File: src/rtl/sfq_pkg.sv
package sfq_pkg;
    typedef enum logic [1:0] {
        SQ_EMPTY   = 2'd0,
        SQ_PARTIAL = 2'd1,
        SQ_FULL    = 2'd2
    } sq_state_e;
endpackage

File: src/rtl/sfq_ctrl.sv
module sfq_ctrl
    import sfq_pkg::*;
#(
    parameter int DEPTH = 4,
    localparam int AW = $clog2(DEPTH),
    localparam int CW = AW + 1
) (
    input  logic          clk,
    input  logic          rst_n,
    input  logic          enq_en,
    input  logic          deq_en,
    input  logic          clr_en,
    output logic          wr_go,
    output logic [AW-1:0] wr_ptr,
    output logic [AW-1:0] rd_ptr,
    output logic [CW-1:0] count,
    output logic          enq_rdy,
    output logic          deq_rdy
);
    sq_state_e     state_q, state_d;
    logic [AW-1:0] wr_q, rd_q;
    logic [CW-1:0] cnt_q;
    logic          push, pop;

    assign push  = enq_en & enq_rdy & ~clr_en;
    assign pop   = deq_en & deq_rdy & ~clr_en;
    assign wr_go = push;

    // state register
    always_ff @(posedge clk) begin
        if (!rst_n) state_q <= SQ_EMPTY;
        else        state_q <= state_d;
    end

    // next state
    always_comb begin
        state_d = state_q;
        if (clr_en) begin
            state_d = SQ_EMPTY;                        // flush
        end else begin
            unique case (state_q)
                SQ_EMPTY:   if (push) state_d = SQ_PARTIAL;   // fill-start
                SQ_PARTIAL: begin
                    if (push && !pop && cnt_q == CW'(DEPTH - 1))
                        state_d = SQ_FULL;                     // fill-up
                    else if (pop && !push && cnt_q == CW'(1))
                        state_d = SQ_EMPTY;                    // drain-out
                end
                SQ_FULL:    if (pop) state_d = SQ_PARTIAL;     // unfill
                default:    state_d = SQ_EMPTY;
            endcase
        end
    end

    // outputs
    always_comb begin
        unique case (state_q)
            SQ_EMPTY:   begin enq_rdy = 1'b1; deq_rdy = 1'b0; end
            SQ_PARTIAL: begin enq_rdy = 1'b1; deq_rdy = 1'b1; end
            SQ_FULL:    begin enq_rdy = 1'b0; deq_rdy = 1'b1; end
            default:    begin enq_rdy = 1'b0; deq_rdy = 1'b0; end
        endcase
    end

    // pointer and occupancy datapath
    always_ff @(posedge clk) begin
        if (!rst_n || clr_en) begin
            wr_q  <= '0;
            rd_q  <= '0;
            cnt_q <= '0;
        end else begin
            if (push) wr_q <= wr_q + AW'(1);
            if (pop)  rd_q <= rd_q + AW'(1);
            if (push && !pop)      cnt_q <= cnt_q + CW'(1);
            else if (pop && !push) cnt_q <= cnt_q - CW'(1);
        end
    end

    assign wr_ptr = wr_q;
    assign rd_ptr = rd_q;
    assign count  = cnt_q;
endmodule

File: src/rtl/sfq_store.sv
module sfq_store #(
    parameter int DATA_W = 16,
    parameter int DEPTH  = 4,
    localparam int AW = $clog2(DEPTH)
) (
    input  logic                         clk,
    input  logic                         rst_n,
    input  logic                         wr_go,
    input  logic [AW-1:0]                wr_ptr,
    input  logic [DATA_W-1:0]            wr_data,
    input  logic [AW-1:0]                rd_ptr,
    output logic [DATA_W-1:0]            rd_data,
    output logic [DEPTH-1:0][DATA_W-1:0] slots
);
    logic [DEPTH-1:0][DATA_W-1:0] mem_q;

    always_ff @(posedge clk) begin
        if (!rst_n)     mem_q <= '0;
        else if (wr_go) mem_q[wr_ptr] <= wr_data;
    end

    assign rd_data = mem_q[rd_ptr];
    assign slots   = mem_q;
endmodule

File: src/rtl/sfq_match.sv
module sfq_match #(
    parameter int DATA_W  = 16,
    parameter int KEY_W   = 4,
    parameter int KEY_LSB = 4,
    parameter int DEPTH   = 4,
    localparam int AW = $clog2(DEPTH),
    localparam int CW = AW + 1
) (
    input  logic [DEPTH-1:0][DATA_W-1:0] slots,
    input  logic [AW-1:0]                rd_ptr,
    input  logic [CW-1:0]                count,
    input  logic [KEY_W-1:0]             key,
    output logic                         hit
);
    logic [DEPTH-1:0] hit_vec;

    for (genvar i = 0; i < DEPTH; i++) begin : g_slot
        logic [AW-1:0] age;
        logic          live;
        assign age        = AW'(i) - rd_ptr;            // distance from head
        assign live       = {1'b0, age} < count;
        assign hit_vec[i] = live && (slots[i][KEY_LSB +: KEY_W] == key);
    end

    assign hit = |hit_vec;
endmodule

File: src/rtl/searchable_queue.sv
module searchable_queue #(
    parameter int DATA_W  = 16,
    parameter int KEY_W   = 4,
    parameter int KEY_LSB = 4,
    parameter int DEPTH   = 4
) (
    input  logic              clk,
    input  logic              rst_n,
    input  logic              clr_en,
    input  logic              enq_en,
    input  logic [DATA_W-1:0] enq_data,
    output logic              enq_rdy,
    input  logic              deq_en,
    output logic              deq_rdy,
    output logic [DATA_W-1:0] head_data,
    input  logic [KEY_W-1:0]  find_key,
    output logic              find_hit
);
    localparam int AW = $clog2(DEPTH);
    localparam int CW = AW + 1;

    logic                         wr_go;
    logic [AW-1:0]                wr_ptr, rd_ptr;
    logic [CW-1:0]                count;
    logic [DEPTH-1:0][DATA_W-1:0] slots;

    sfq_ctrl #(.DEPTH(DEPTH)) u_ctrl (
        .clk(clk), .rst_n(rst_n),
        .enq_en(enq_en), .deq_en(deq_en), .clr_en(clr_en),
        .wr_go(wr_go), .wr_ptr(wr_ptr), .rd_ptr(rd_ptr), .count(count),
        .enq_rdy(enq_rdy), .deq_rdy(deq_rdy)
    );

    sfq_store #(.DATA_W(DATA_W), .DEPTH(DEPTH)) u_store (
        .clk(clk), .rst_n(rst_n),
        .wr_go(wr_go), .wr_ptr(wr_ptr), .wr_data(enq_data),
        .rd_ptr(rd_ptr), .rd_data(head_data), .slots(slots)
    );

    sfq_match #(.DATA_W(DATA_W), .KEY_W(KEY_W), .KEY_LSB(KEY_LSB), .DEPTH(DEPTH)) u_match (
        .slots(slots), .rd_ptr(rd_ptr), .count(count),
        .key(find_key), .hit(find_hit)
    );
endmodule

File: config.mk
export PLATFORM = sky130hd
export DESIGN_NAME = searchable_queue
export DESIGN_NICKNAME = d
export VERILOG_FILES = /design/src/rtl/sfq_pkg.sv /design/src/rtl/sfq_ctrl.sv /design/src/rtl/sfq_store.sv /design/src/rtl/sfq_match.sv /design/src/rtl/searchable_queue.sv
export SDC_FILE = /design/constraint.sdc
export NUM_CORES = 1
export LEC_CHECK = 0
export ABC_AREA = 0
export BUFFER_PORTS_ARGS = -buffer_cell sky130_fd_sc_hd__clkbuf_2
export CORE_AREA = 2 2 132 102
export CTS_CLUSTER_DIAMETER = 150
export DETAILED_ROUTE_END_ITERATION = 16
export DIE_AREA = 0 0 134 104
export GPL_TIMING_DRIVEN = 0
export PLACE_DENSITY = 0.53
export SYNTH_ARGS = -nofsm -noshare
export SYNTH_HDL_FRONTEND = slang
export SYNTH_HIERARCHICAL = 1
export SYNTH_SLANG_ARGS = --single-unit
File: constraint.sdc
create_clock -name clk -period 3.8 [get_ports clk]
set_clock_uncertainty 0.15 [all_clocks]
set_input_delay 0.38 -clock clk [delete_from_list [all_inputs] [get_ports clk]]
set_output_delay 0.38 -clock clk [all_outputs]
set_load 0.01 [all_outputs]
After elaboration in Yosys (flattened, before gate mapping):

Index checks and enable logic that the tools add are counted.

* add/sub/neg operators: 8
* magnitude comparators: 7
* multiplexer cells: 14
* equality and inequality tests: 11
* divide/modulo/power cells: 0
* shift-type cells: 0
* bitwise operators: 6
* reduce and logical (&&, ||, !) cells: 20
* multipliers: 0

Operator list (count)
* $bwmux W64: 1
* $bmux W16 S2: 1
* $demux W16 S2: 1
* $mux W16: 2
* $eq A4 B4 Y1: 4
* $lt A2 B3 Y1: 4
* $logic_and A1 B1 Y1: 9
* $mux W2: 4
* $lt A2 B3 Y1 const B: 2
* $mux W3: 2
* $pmux W2 S3: 1
* $reduce_or A2 Y1: 3
* $add A2 B1 Y2 const B: 2
* $and A1 B1 Y1: 4
* $ne A2 B1 Y1 const B: 2
* $reduce_or A4 Y1: 1
* $sub A1 B2 Y2 const A: 2
* $sub A2 B2 Y2 const A: 2
* $add A3 B1 Y3 const B: 1
* $eq A3 B1 Y1 const B: 1
* $eq A3 B2 Y1 const B: 1
* $logic_not A1 Y1: 3
* $ne A3 B1 Y1 const B: 1
* $reduce_and A3 Y1: 1
* 9 further kinds: 11

* memory bits (read-only): 0
* word-level logic and storage cells: 74
* memory bits (writable): 0
* register bits: 73
* output and inout bits: 19
* input bits: 25
* memories kept: 0
* bits in latches: 0

Depth between registers and ports, before layout:

Gate-level depths: netlist of run 1.

* depth after elaboration: 11
* depth in mapped cells: 9
* depth with buffers taken out: 9

Hierarchy:

The synthesis of run 1 kept the hierarchy.

By module, submodules not included
* sfq_store: cells an instance 248, instances 1, area each 2807.7 um^2, sequential area each 1281.2 um^2
* sfq_ctrl: cells an instance 67, instances 1, area each 605.6 um^2, sequential area each 180.2 um^2
* sfq_match: cells an instance 40, instances 1, area each 295.3 um^2, sequential area each 0.0 um^2

Least setup slack after synthesis of run 1:

No wires, ideal clock.

* path kind: register to register
* start: reg u_ctrl.state_q[0]
* end: reg u_ctrl.state_q[0]
* arrival: 2.054 ns
* stages on the path, launching flop included: 10
* path buffers: 0
* required time: 3.578 ns
* path slack: 1.524 ns
* cell sequence: dfxtp_1 > inv_1 > ha_1 > nor2_1 > or2_2 > inv_1 > ha_1 > a21boi_1 > a222oi_1 > mux2i_1

* cells in the longest elaborated chain, start to end: 10
* elaborated cells between the ends (all ways): 23

Ends and longest elaborated chain
* from (decl): RTL line sfq_ctrl.sv:20 `sq_state_e state_q, state_d;`
* from (signal assigned): RTL line sfq_ctrl.sv:32 `else state_q <= state_d;`
* $eq A2 B1 Y1 / $logic_not A2 Y1 (equally long branches): RTL line sfq_ctrl.sv:57 `unique case (state_q)`
* $reduce_or A2 Y1 (no line) (*)
* $mux W1 (*): RTL line sfq_ctrl.sv:57
* $and A1 B1 Y1 (*) (2 in series): RTL line sfq_ctrl.sv:25 `assign push = enq_en & enq_rdy & ~clr_en;`
* net wr_go: RTL line searchable_queue.sv:22 `logic wr_go;`
* $logic_not A1 Y1: RTL line sfq_ctrl.sv:46 `else if (pop && !push && cnt_q == CW'(1))`
* $logic_and A1 B1 Y1 (2 in series): RTL line sfq_ctrl.sv:46
* $ne A3 B1 Y1 (no line)
* $reduce_and A3 Y1 (no line)

Mark *: on every way through the listed nets, which the timed path passes. The rest lies on a longest branch.
A chain may end at the register's enable or synchronous reset.

Worst setup path after layout of run 1:

* start: reg u_ctrl.state_q[0]
* end: reg u_ctrl.state_q[1]

The elaborated chain is that of the path after synthesis.

==> impl_metrics.env, run 1 <==
export IMPL_antenna_diode_count=0
export IMPL_ys_async_sr_fraction_pct=0
export IMPL_r2r_slack_ps=1260
export IMPL_finalHoldViolCount=0
export IMPL_drv_cap=0
export IMPL_place_ws_ps=1267
export IMPL_slew_limit_headroom_pct=54.34
export IMPL_synth_nets=394
export IMPL_io_buffers=43
export IMPL_grt_remaining_overflow=0
export IMPL_cts_sinks=73
export IMPL_whs_path_depth=3
export IMPL_irDropWorstVdd_v=0.0002640
export IMPL_wire_per_inst_um=15.63
export IMPL_final_cell_mix="nand2_1, dfxtp_1, mux2i_1, clkbuf_2, xor2_1"
export IMPL_grt_pass1_vias=2791
export IMPL_final_common_cell="nand2_1"
export IMPL_syn_cell_area_um2=3709
export IMPL_dp_hpwl_mm=6.491
export IMPL_powerDensity_nw_per_um2=407.7
export IMPL_drtIter0Drc=145
export IMPL_critPathRequiredTime_ps=3910
export IMPL_drc_errors=0
export IMPL_htreeDepth=3
export IMPL_min_to="u_store/slots[59]"
export IMPL_timing_setup_tns_ps=0
export IMPL_worstSetupStartpointType="flip-flop"
export IMPL_postLayoutCoreUtil_pct=35.19
export IMPL_synthCells=355
export IMPL_yosysTopAreaCellShare_pct=39.41
export IMPL_antenna_found_initial=0
export IMPL_yosysWarnings=6
export IMPL_synth_distinct_cells=36
export IMPL_die_area_um2=13940
export IMPL_rows=36
export IMPL_hold_buffers=0
export IMPL_clockRootBuffer="clkbuf_16"
export IMPL_fin_nets=448
export IMPL_dr_pass1_iters=5
export IMPL_synth_seq_area_share_pct=39.41
export IMPL_numCtsBuffers=9
export IMPL_via_count=2666
export IMPL_tightest_slew_ps=684.9
export IMPL_synth_area_leaders="dfxtp_1, mux2i_1, nand2_1"
export IMPL_clk_pin_slew_ps=60
export IMPL_rr_endpoint="u_ctrl/state_q[1]"
export IMPL_setup_viol=0
export IMPL_p_leak_uw=0.002135
export IMPL_cts_tree="done"
export IMPL_synth_edf_count=0
export IMPL_status="completed"
export IMPL_total_power_uw=1816
export IMPL_min_from="enq_data[11]"
export IMPL_worstPathMaxFanout=6
export IMPL_synth_seq_cells=73
export IMPL_detail_route_antenna_nets=0
export IMPL_holdCritPathClass="input port to flip-flop"
export IMPL_critPathArrivalTime_ps=2650
export IMPL_fin_crit_sh_pct=66.92
export IMPL_core_area_um2=12660
export IMPL_reg2reg_from="u_ctrl/state_q[0]"
export IMPL_area_growth_pct=20.11
export IMPL_critPathCaptureType="flip-flop"
export IMPL_postCtsSetupRepairBufs=0
export IMPL_nFillCells=1303
export IMPL_clkLatencyLatePin_ps=330
export IMPL_initial_core_util_pct=29.30
export IMPL_slew_viol_final=0
export IMPL_gp_congestion=0.7410
export IMPL_synth_top_area_cell="dfxtp_1"
export IMPL_layout_drive_gt1_share_pct=20.29
export IMPL_syn_area_per_cell_um2=10.45
export IMPL_grt_pass1_wl_mm=14.77
export IMPL_grtUsageTotal_pct=13.89
export IMPL_die_width_um=134
export IMPL_setup_ws_ps=1257
export IMPL_timing_reg2reg_worst_path_depth=9
export IMPL_ys_dominant_reg_cell="dfxtp_1"
export IMPL_rsz0062_at_grt="no"
export IMPL_io_pins=44
export IMPL_routed_wl_mm=9.143
export IMPL_max_freq_mhz=393.2
export IMPL_viasPerCell=4.557
export IMPL_cts_repair_resized=0
export IMPL_min_period_ps=2543
export IMPL_die_y_um=104
export IMPL_critical_path_class="flip-flop to flip-flop"
export IMPL_cts_buffer_depth=2
export IMPL_grt_max_degree=13
export IMPL_cp_startpoint="u_ctrl/state_q[0]"
## final cells by class
| type | instances | area [um^2] | share of cell area, % |
|---|---|---|---|
| Inverter | 12 | 45.04 | 1.011 |
| Tap cell | 171 | 214.0 | 4.803 |
| Clock inverter | 4 | 50.05 | 1.124 |
| Clock buffer | 12 | 266.5 | 5.983 |
| Buffer | 21 | 150.1 | 3.371 |
| Timing Repair Buffer | 43 | 215.2 | 4.831 |
| Sequential cell | 73 | 1461 | 32.81 |
| Multi-Input combinational cell | 249 | 2052 | 46.07 |
## power by group
group,internal [uW],total (uW),switching [uW]
Combinational,62.7,150,87.4
Clock,560,877,316
Sequential,779,789,10.1
## registers in the layout, indices dropped and copies added, names as in the netlist
name / flops
u_store/slots: 64
u_ctrl/count: 3
u_ctrl/rd_ptr: 2
u_ctrl/state_q: 2
u_ctrl/wr_ptr: 2
## logic make-up (layout without fill, tap and decap cells)
group	count (synthesis)	after routing	synth area share [%]
AOI/OAI and AO/OA	17	17	2.632
muxes	83	83	28.91
xor gates and xnor gates	21	21	4.960
buffers and inverters	33	92	5.263
DFF	73	73	39.41
adders and majority gates	14	14	4.723
and+or+nand+nor	114	114	14.10
## worst max path at each step
stage	depth (start not counted)	to	slack, ps
2_1_floorplan	9	u_ctrl/state_q[0]	1520
3_3_place_gp	9	u_ctrl/state_q[0]	1300
3_5_place_dp	9	u_ctrl/state_q[0]	1270
4_1_cts	4	head_data[13]	1240
5_1_grt	9	u_ctrl/state_q[0]	1030
6_report	9	u_ctrl/state_q[1]	1260
## layer usage
metal	GRT usage, %	share of wire (%)
met5	0	0
met4	3.571	0.90
met3	3.801	3.8
met2	20.99	44
met1	19.54	51
## per-stage QoR
| step | area, um^2 | hold WS, ps | std cells |
|---|---|---|---|
| floorplan | 3709 | 280.4 | 355 |
| global placement | 4138 | 290.9 | 569 |
| detailed placement | 4138 | 293.9 | 569 |
| CTS | 4454 | 210.0 | 585 |
| global route | 4454 | 224.3 | 585 |
| finish | 4454 | 219.4 | 585 |
## cell usage after synthesis (all sizes together) (3+ instances only)
| library cell | n |
|---|---|
| o21ai | 6 |
| xor2 | 19 |
| a21oi | 7 |
| inv | 12 |
| mux2i | 67 |
| clkbuf | 7 |
| nand3b | 4 |
| buf | 14 |
| nor2 | 8 |
| nor4 | 4 |
| dfxtp | 73 |
| nand2b | 3 |
| nand2 | 83 |
| mux4 | 16 |
| ha | 14 |
## critical path, stage by stage (launching register included)
cell and delay, ps:
dfxtp_1 340, inv_1 90, ha_1 190, nor2_1 100, or2_2 320, inv_1 140, ha_1 300, a21boi_1 100
a222oi_1 510, mux2i_1 240
Power figures use the tool's default switching activity.
==> run 2: changes to the inputs <==
--- a/config.mk
+++ b/config.mk
@@ -12,7 +12,7 @@
 export DETAILED_ROUTE_END_ITERATION = 16
 export DIE_AREA = 0 0 134 104
 export GPL_TIMING_DRIVEN = 0
-export PLACE_DENSITY = 0.53
+export PLACE_DENSITY = 0.55
 export SYNTH_ARGS = -nofsm -noshare
 export SYNTH_HDL_FRONTEND = slang
 export SYNTH_HIERARCHICAL = 1
==> constraint.sdc (replaced) <==
create_clock -name clk -period 2.2 [get_ports clk]
set_clock_uncertainty 0.15 [all_clocks]
set_input_delay 0.22 -clock clk [delete_from_list [all_inputs] [get_ports clk]]
set_output_delay 0.22 -clock clk [all_outputs]
set_load 0.01 [all_outputs]
==> impl_metrics.env, run 2 (synthesized netlist as in run 1, its figures left out) <==
export IMPL_worstSetupStartpointType="flip-flop"
export IMPL_clockRootBuffer="clkbuf_16"
export IMPL_irDropWorstVdd_v=0.0004530
export IMPL_min_period_ps=2122
export IMPL_switching_share_pct=21.45
export IMPL_cp_startpoint="u_ctrl/rd_ptr[0]"
export IMPL_fin_cells=595
export IMPL_holdCritPathClass="input port to flip-flop"
export IMPL_rows=36
export IMPL_dp_hpwl_mm=6.603
export IMPL_layout_drive_gt1_share_pct=25.00
export IMPL_fin_crit_sh_pct=96.46
export IMPL_cts_sinks=73
export IMPL_largest_reg_flops=64
export IMPL_detail_route_antenna_nets=0
export IMPL_htreeDepth=3
export IMPL_drc_errors=0
export IMPL_tightest_slew_ps=633.2
export IMPL_die_area_um2=13940
export IMPL_setup_viol=0
export IMPL_slew_viol_final=0
export IMPL_slowest_delay_ps=620
export IMPL_core_area_um2=12660
export IMPL_gp_congestion=0.7610
export IMPL_nFillCells=1234
export IMPL_crit_path_top_delay_cell="mux4_1"
export IMPL_crit_chain="buf_4, mux4_1, clkbuf_2"
export IMPL_viasPerCell=4.602
export IMPL_timing_setup_tns_ps=0
export IMPL_grt_remaining_overflow=0
export IMPL_grtUsageTotal_pct=13.77
export IMPL_io_pins=44
export IMPL_p_leak_uw=0.002205
export IMPL_setup_ws_ps=77.86
export IMPL_seqPwrFrac_pct=42.0
export IMPL_reg2reg_from="u_ctrl/state_q[0]"
export IMPL_p_int_uw=2550
export IMPL_drv_cap=0
export IMPL_clk_pin_slew_ps=60
export IMPL_place_ws_ps=-217.3
export IMPL_dp_cells=569
export IMPL_max_freq_mhz=471.2
export IMPL_io_buffers=43
export IMPL_grt_pass1_vias=2835
export IMPL_final_common_cell="nand2_1"
export IMPL_powerDensity_nw_per_um2=702.2
export IMPL_postLayoutCoreUtil_pct=36.53
export IMPL_fin_nets=459
export IMPL_pwr_share_clk_pct=49.4
export IMPL_initial_core_util_pct=29.30
export IMPL_die_y_um=104
export IMPL_power_switching_uw=696.5
export IMPL_status="completed"
export IMPL_die_width_um=134
export IMPL_cts_tree="done"
export IMPL_finalHoldViolCount=0
export IMPL_worstPathMaxFanout=7
export IMPL_hold_buffers=0
export IMPL_critPathArrivalTime_ps=1750
export IMPL_slew_limit_headroom_pct=57.78
export IMPL_critPathRequiredTime_ps=1830
export IMPL_clkLatencyLatePin_ps=330
export IMPL_critPathCaptureType="output pin"
export IMPL_drtIter0Drc=122
export IMPL_antenna_found_initial=0
export IMPL_routed_wl_mm=9.149
export IMPL_rsz0062_at_grt="yes"
export IMPL_numCtsBuffers=9
export IMPL_final_cell_mix="nand2_1, dfxtp_1, mux2i_1, clkbuf_2, xor2_1"
export IMPL_wire_per_inst_um=15.38
export IMPL_area_growth_pct=24.66
export IMPL_min_from="enq_data[1]"
export IMPL_cts_buffer_depth=2
export IMPL_antenna_diode_count=0
export IMPL_dr_pass1_iters=6
export IMPL_grt_max_degree=12
export IMPL_grt_pass1_wl_mm=14.84
export IMPL_total_power_uw=3247
export IMPL_via_count=2738
export IMPL_critical_path_class="flip-flop to output pin"
export IMPL_power_share_combinational_pct=8.6
-- run 2: cell types whose count changed in the layout (fill, tap and decap cells not counted), sizes merged --
cell and delta:
clkinv -1, bufinv +1, clkbuf +1, buf +11, clkinvlp -2
-- run 2: cell type report --
cell class              count  area [um^2]  area share (%)
multi-input cells         249         2107           45.58
flip-flops and latches     73         1469           31.77
repair buffers             54        297.8           6.441
clock buffers              13        270.3           5.846
well taps                 171        214.0           4.628
plain buffers              21        155.1           3.356
clock inverters             2        60.06           1.299
inverters                  12        50.05           1.083
-- run 2: what timing repair did --
item	4_1_cts	5_1_grt
pin swaps	1	6
setup endpoints to repair	28	3
resized for setup	10	11
setup buffers	1	10
-- run 2: worst paths after layout --
kind	to	slack (ps)	cells after the start
worst max-delay path	head_data[15]	80	3
worst min-delay path	u_store/slots[1]	60	3
worst max register to register	u_store/slots[2]	150	10
worst min register to register	u_store/slots[41]	300	2
-- run 2: power groups by stage --
stage	logic, uW	registers [uW]	clock network (uW)
global placement	257	1390	0
detailed placement	261	1390	0
finish	279	1360	1600
global route	308	1370	1690
floorplan	165	1390	0
CTS	268	1360	1640
-- run 2: metal layers --
metal / wire length, um / up-vias / track usage [%]
met5: 0 / - / 0
met1: 4620 / 1308 / 18.84
met3: 385 / 6 / 3.752
met4: 73 / 0 / 3.267
li1: - / 1360 / -
met2: 4069 / 64 / 21.58
-- run 2: worst max-delay path, delay by kind of cell, from the launching register on --
family   cells  cell delay, ps
mux          1             620
flops        1             420
buf+inv      2             380
-- run 2: metrics by stage --
stage | hold WS, ps | instance area [um^2]
after floorplan | 273.5 | 3721
after global placement | 289.7 | 4150
after detailed placement | 295.9 | 4150
after CTS | 52.66 | 4508
after global routing | 74.45 | 4623
final | 60.14 | 4623
==> run 3: changes to the inputs <==
--- a/config.mk
+++ b/config.mk
@@ -6,13 +6,13 @@
 export NUM_CORES = 1
 export LEC_CHECK = 0
 export ABC_AREA = 0
-export BUFFER_PORTS_ARGS = -buffer_cell sky130_fd_sc_hd__clkbuf_2
-export CORE_AREA = 2 2 132 102
+export CORE_AREA = 3 3 133 103
 export CTS_CLUSTER_DIAMETER = 150
 export DETAILED_ROUTE_END_ITERATION = 16
-export DIE_AREA = 0 0 134 104
+export DIE_AREA = 0 0 136 106
+export DONT_BUFFER_PORTS = 1
 export GPL_TIMING_DRIVEN = 0
-export PLACE_DENSITY = 0.55
+export PLACE_DENSITY = 0.51
 export SYNTH_ARGS = -nofsm -noshare
 export SYNTH_HDL_FRONTEND = slang
 export SYNTH_HIERARCHICAL = 1
==> impl_metrics.env, run 3 (synthesized netlist as in run 1, its figures left out) <==
export IMPL_nFillCells=1255
export IMPL_routed_wl_mm=9.396
export IMPL_tightest_slew_ps=683.5
export IMPL_antenna_diode_count=0
export IMPL_antenna_found_initial=0
export IMPL_critical_path_class="flip-flop to flip-flop"
export IMPL_cts_sinks=73
export IMPL_numCtsBuffers=9
export IMPL_grt_max_degree=13
export IMPL_p_int_uw=2280
export IMPL_rsz0062_at_grt="yes"
export IMPL_setup_viol=0
export IMPL_gp_congestion=0.7601
export IMPL_rows=35
export IMPL_p_leak_uw=0.002054
export IMPL_power_share_combinational_pct=8.8
export IMPL_htreeDepth=3
export IMPL_status="completed"
export IMPL_io_pins=44
export IMPL_clkLatencyLatePin_ps=330
export IMPL_placed_cell_area_um2=3929
export IMPL_fin_cells=562
export IMPL_finalHoldViolCount=0
export IMPL_grtUsageTotal_pct=13.33
export IMPL_finalInstanceArea_um2=4498
export IMPL_seqPwrFrac_pct=45.7
export IMPL_drv_cap=0
export IMPL_grt_pass1_vias=2741
export IMPL_clk_pin_slew_ps=60
export IMPL_multiInputGateArea_um2=2100
export IMPL_grt_pass1_wl_mm=14.59
export IMPL_irDropWorstVdd_v=0.0003602
export IMPL_critPathCaptureType="flip-flop"
export IMPL_cts_tree="done"
export IMPL_critPathRequiredTime_ps=2300
export IMPL_max_freq_mhz=470.9
export IMPL_area_growth_pct=21.29
export IMPL_die_area_um2=14420
export IMPL_slew_viol_final=0
export IMPL_die_width_um=136
export IMPL_power_switching_uw=703.9
export IMPL_detail_route_antenna_nets=0
export IMPL_core_area_um2=12350
export IMPL_dp_hpwl_mm=6.643
export IMPL_dp_cells=521
export IMPL_viasPerCell=4.712
export IMPL_dr_pass1_iters=4
export IMPL_io_buffers=0
export IMPL_wire_per_inst_um=16.72
export IMPL_drc_errors=0
export IMPL_initial_core_util_pct=30.03
export IMPL_cts_buffer_depth=2
export IMPL_largest_reg_flops=64
export IMPL_layout_drive_gt1_share_pct=14.90
export IMPL_min_period_ps=2124
export IMPL_fin_crit_sh_pct=96.53
export IMPL_switching_share_pct=23.59
export IMPL_drtIter0Drc=117
export IMPL_final_common_cell="nand2_1"
export IMPL_via_count=2648
export IMPL_holdCritPathClass="input port to flip-flop"
export IMPL_seq_area_um2=1470
export IMPL_worstPathMaxFanout=4
export IMPL_worstSetupStartpointType="flip-flop"
export IMPL_final_cell_mix="nand2_1, dfxtp_1, mux2i_1, xor2_1, dlygate4sd3_1"
export IMPL_grt_remaining_overflow=0
export IMPL_die_y_um=106
export IMPL_slew_limit_headroom_pct=54.43
export IMPL_powerDensity_nw_per_um2=663.3
export IMPL_pwr_share_clk_pct=45.5
export IMPL_clockRootBuffer="clkbuf_16"
export IMPL_postLayoutCoreUtil_pct=36.42
export IMPL_critPathArrivalTime_ps=2220
export IMPL_whs_ps=26.19
export IMPL_fin_nets=430
==> run 3: cell count changes in the layout (fill, tap and decap cells not counted), moves of 2 or more <==
cell and delta:
buf_4 -3, dfxtp_2 -2, clkinv_2 +3, bufinv_16 -2, dlygate4sd3_1 +17, inv_2 -2, clkinvlp_4 +2, clkbuf_2 -43
==> run 3: area by class of cell <==
| type | instances | share of cell area [%] |
|---|---|---|
| multi-input combinational | 249 | 46.68 |
| sequential | 73 | 32.68 |
| clock buffer | 11 | 5.619 |
| timing repair buffer | 25 | 5.118 |
| tap | 166 | 4.618 |
| buffer | 21 | 3.449 |
| inverter | 12 | 1.168 |
| clock inverter | 5 | 0.6676 |
==> run 3: timing repair <==
action                     CTS  global route
resized for setup           13             7
setup endpoints to repair   57             3
hold endpoints to repair    66             0
setup buffers                3             5
hold buffers                17             0
pin swaps                    2             5
==> run 3: layer usage <==
metal	global-route usage, %	vias up	wire length [um]
li1	-	1302	-
met1	17.73	1268	4580
met2	20.71	63	4231
met3	4.115	15	439
met4	4.101	0	145
met5	0	-	0
==> run 3: path summary, 6_finish.rpt <==
kind	slack, ps	to	cells past startpoint	start
setup / recovery	80	u_ctrl/state_q[0]	9	u_ctrl/state_q[0]
hold / removal	30	u_ctrl/rd_ptr[1]	3	clr_en
setup reg to reg	80	u_ctrl/state_q[0]	9	u_ctrl/state_q[0]
hold reg to reg	300	u_store/slots[0]	2	u_store/slots[0]
==> run 3: metrics by stage <==
stage	power [uW]	setup slack, ps	setup TNS (ps)
global placement	1605	-167.2	-428.7
finish	2983	76.30	0
detailed placement	1611	-250.9	-1660
CTS	3027	23.58	0
floorplan	1552	25.82	0
global route	3109	-32.45	-32.45
==> run 3: critical path, cell delays in order, from the launching register on <==
cell,delay (ps)
dfxtp_4,380
inv_4,50
ha_4,300
nand3b_4,80
inv_1,60
ha_1,130
nand3b_1,100
a222oi_1,410
buf_4,180
mux2i_1,190
==> run 3: power by group through the flow <==
stage | combinational, uW | clock (uW) | sequential [uW]
after floorplan | 165 | 0 | 1390
after global placement | 214 | 0 | 1390
after detailed placement | 220 | 0 | 1390
after CTS | 260 | 1400 | 1360
after global routing | 286 | 1460 | 1360
final | 264 | 1360 | 1360
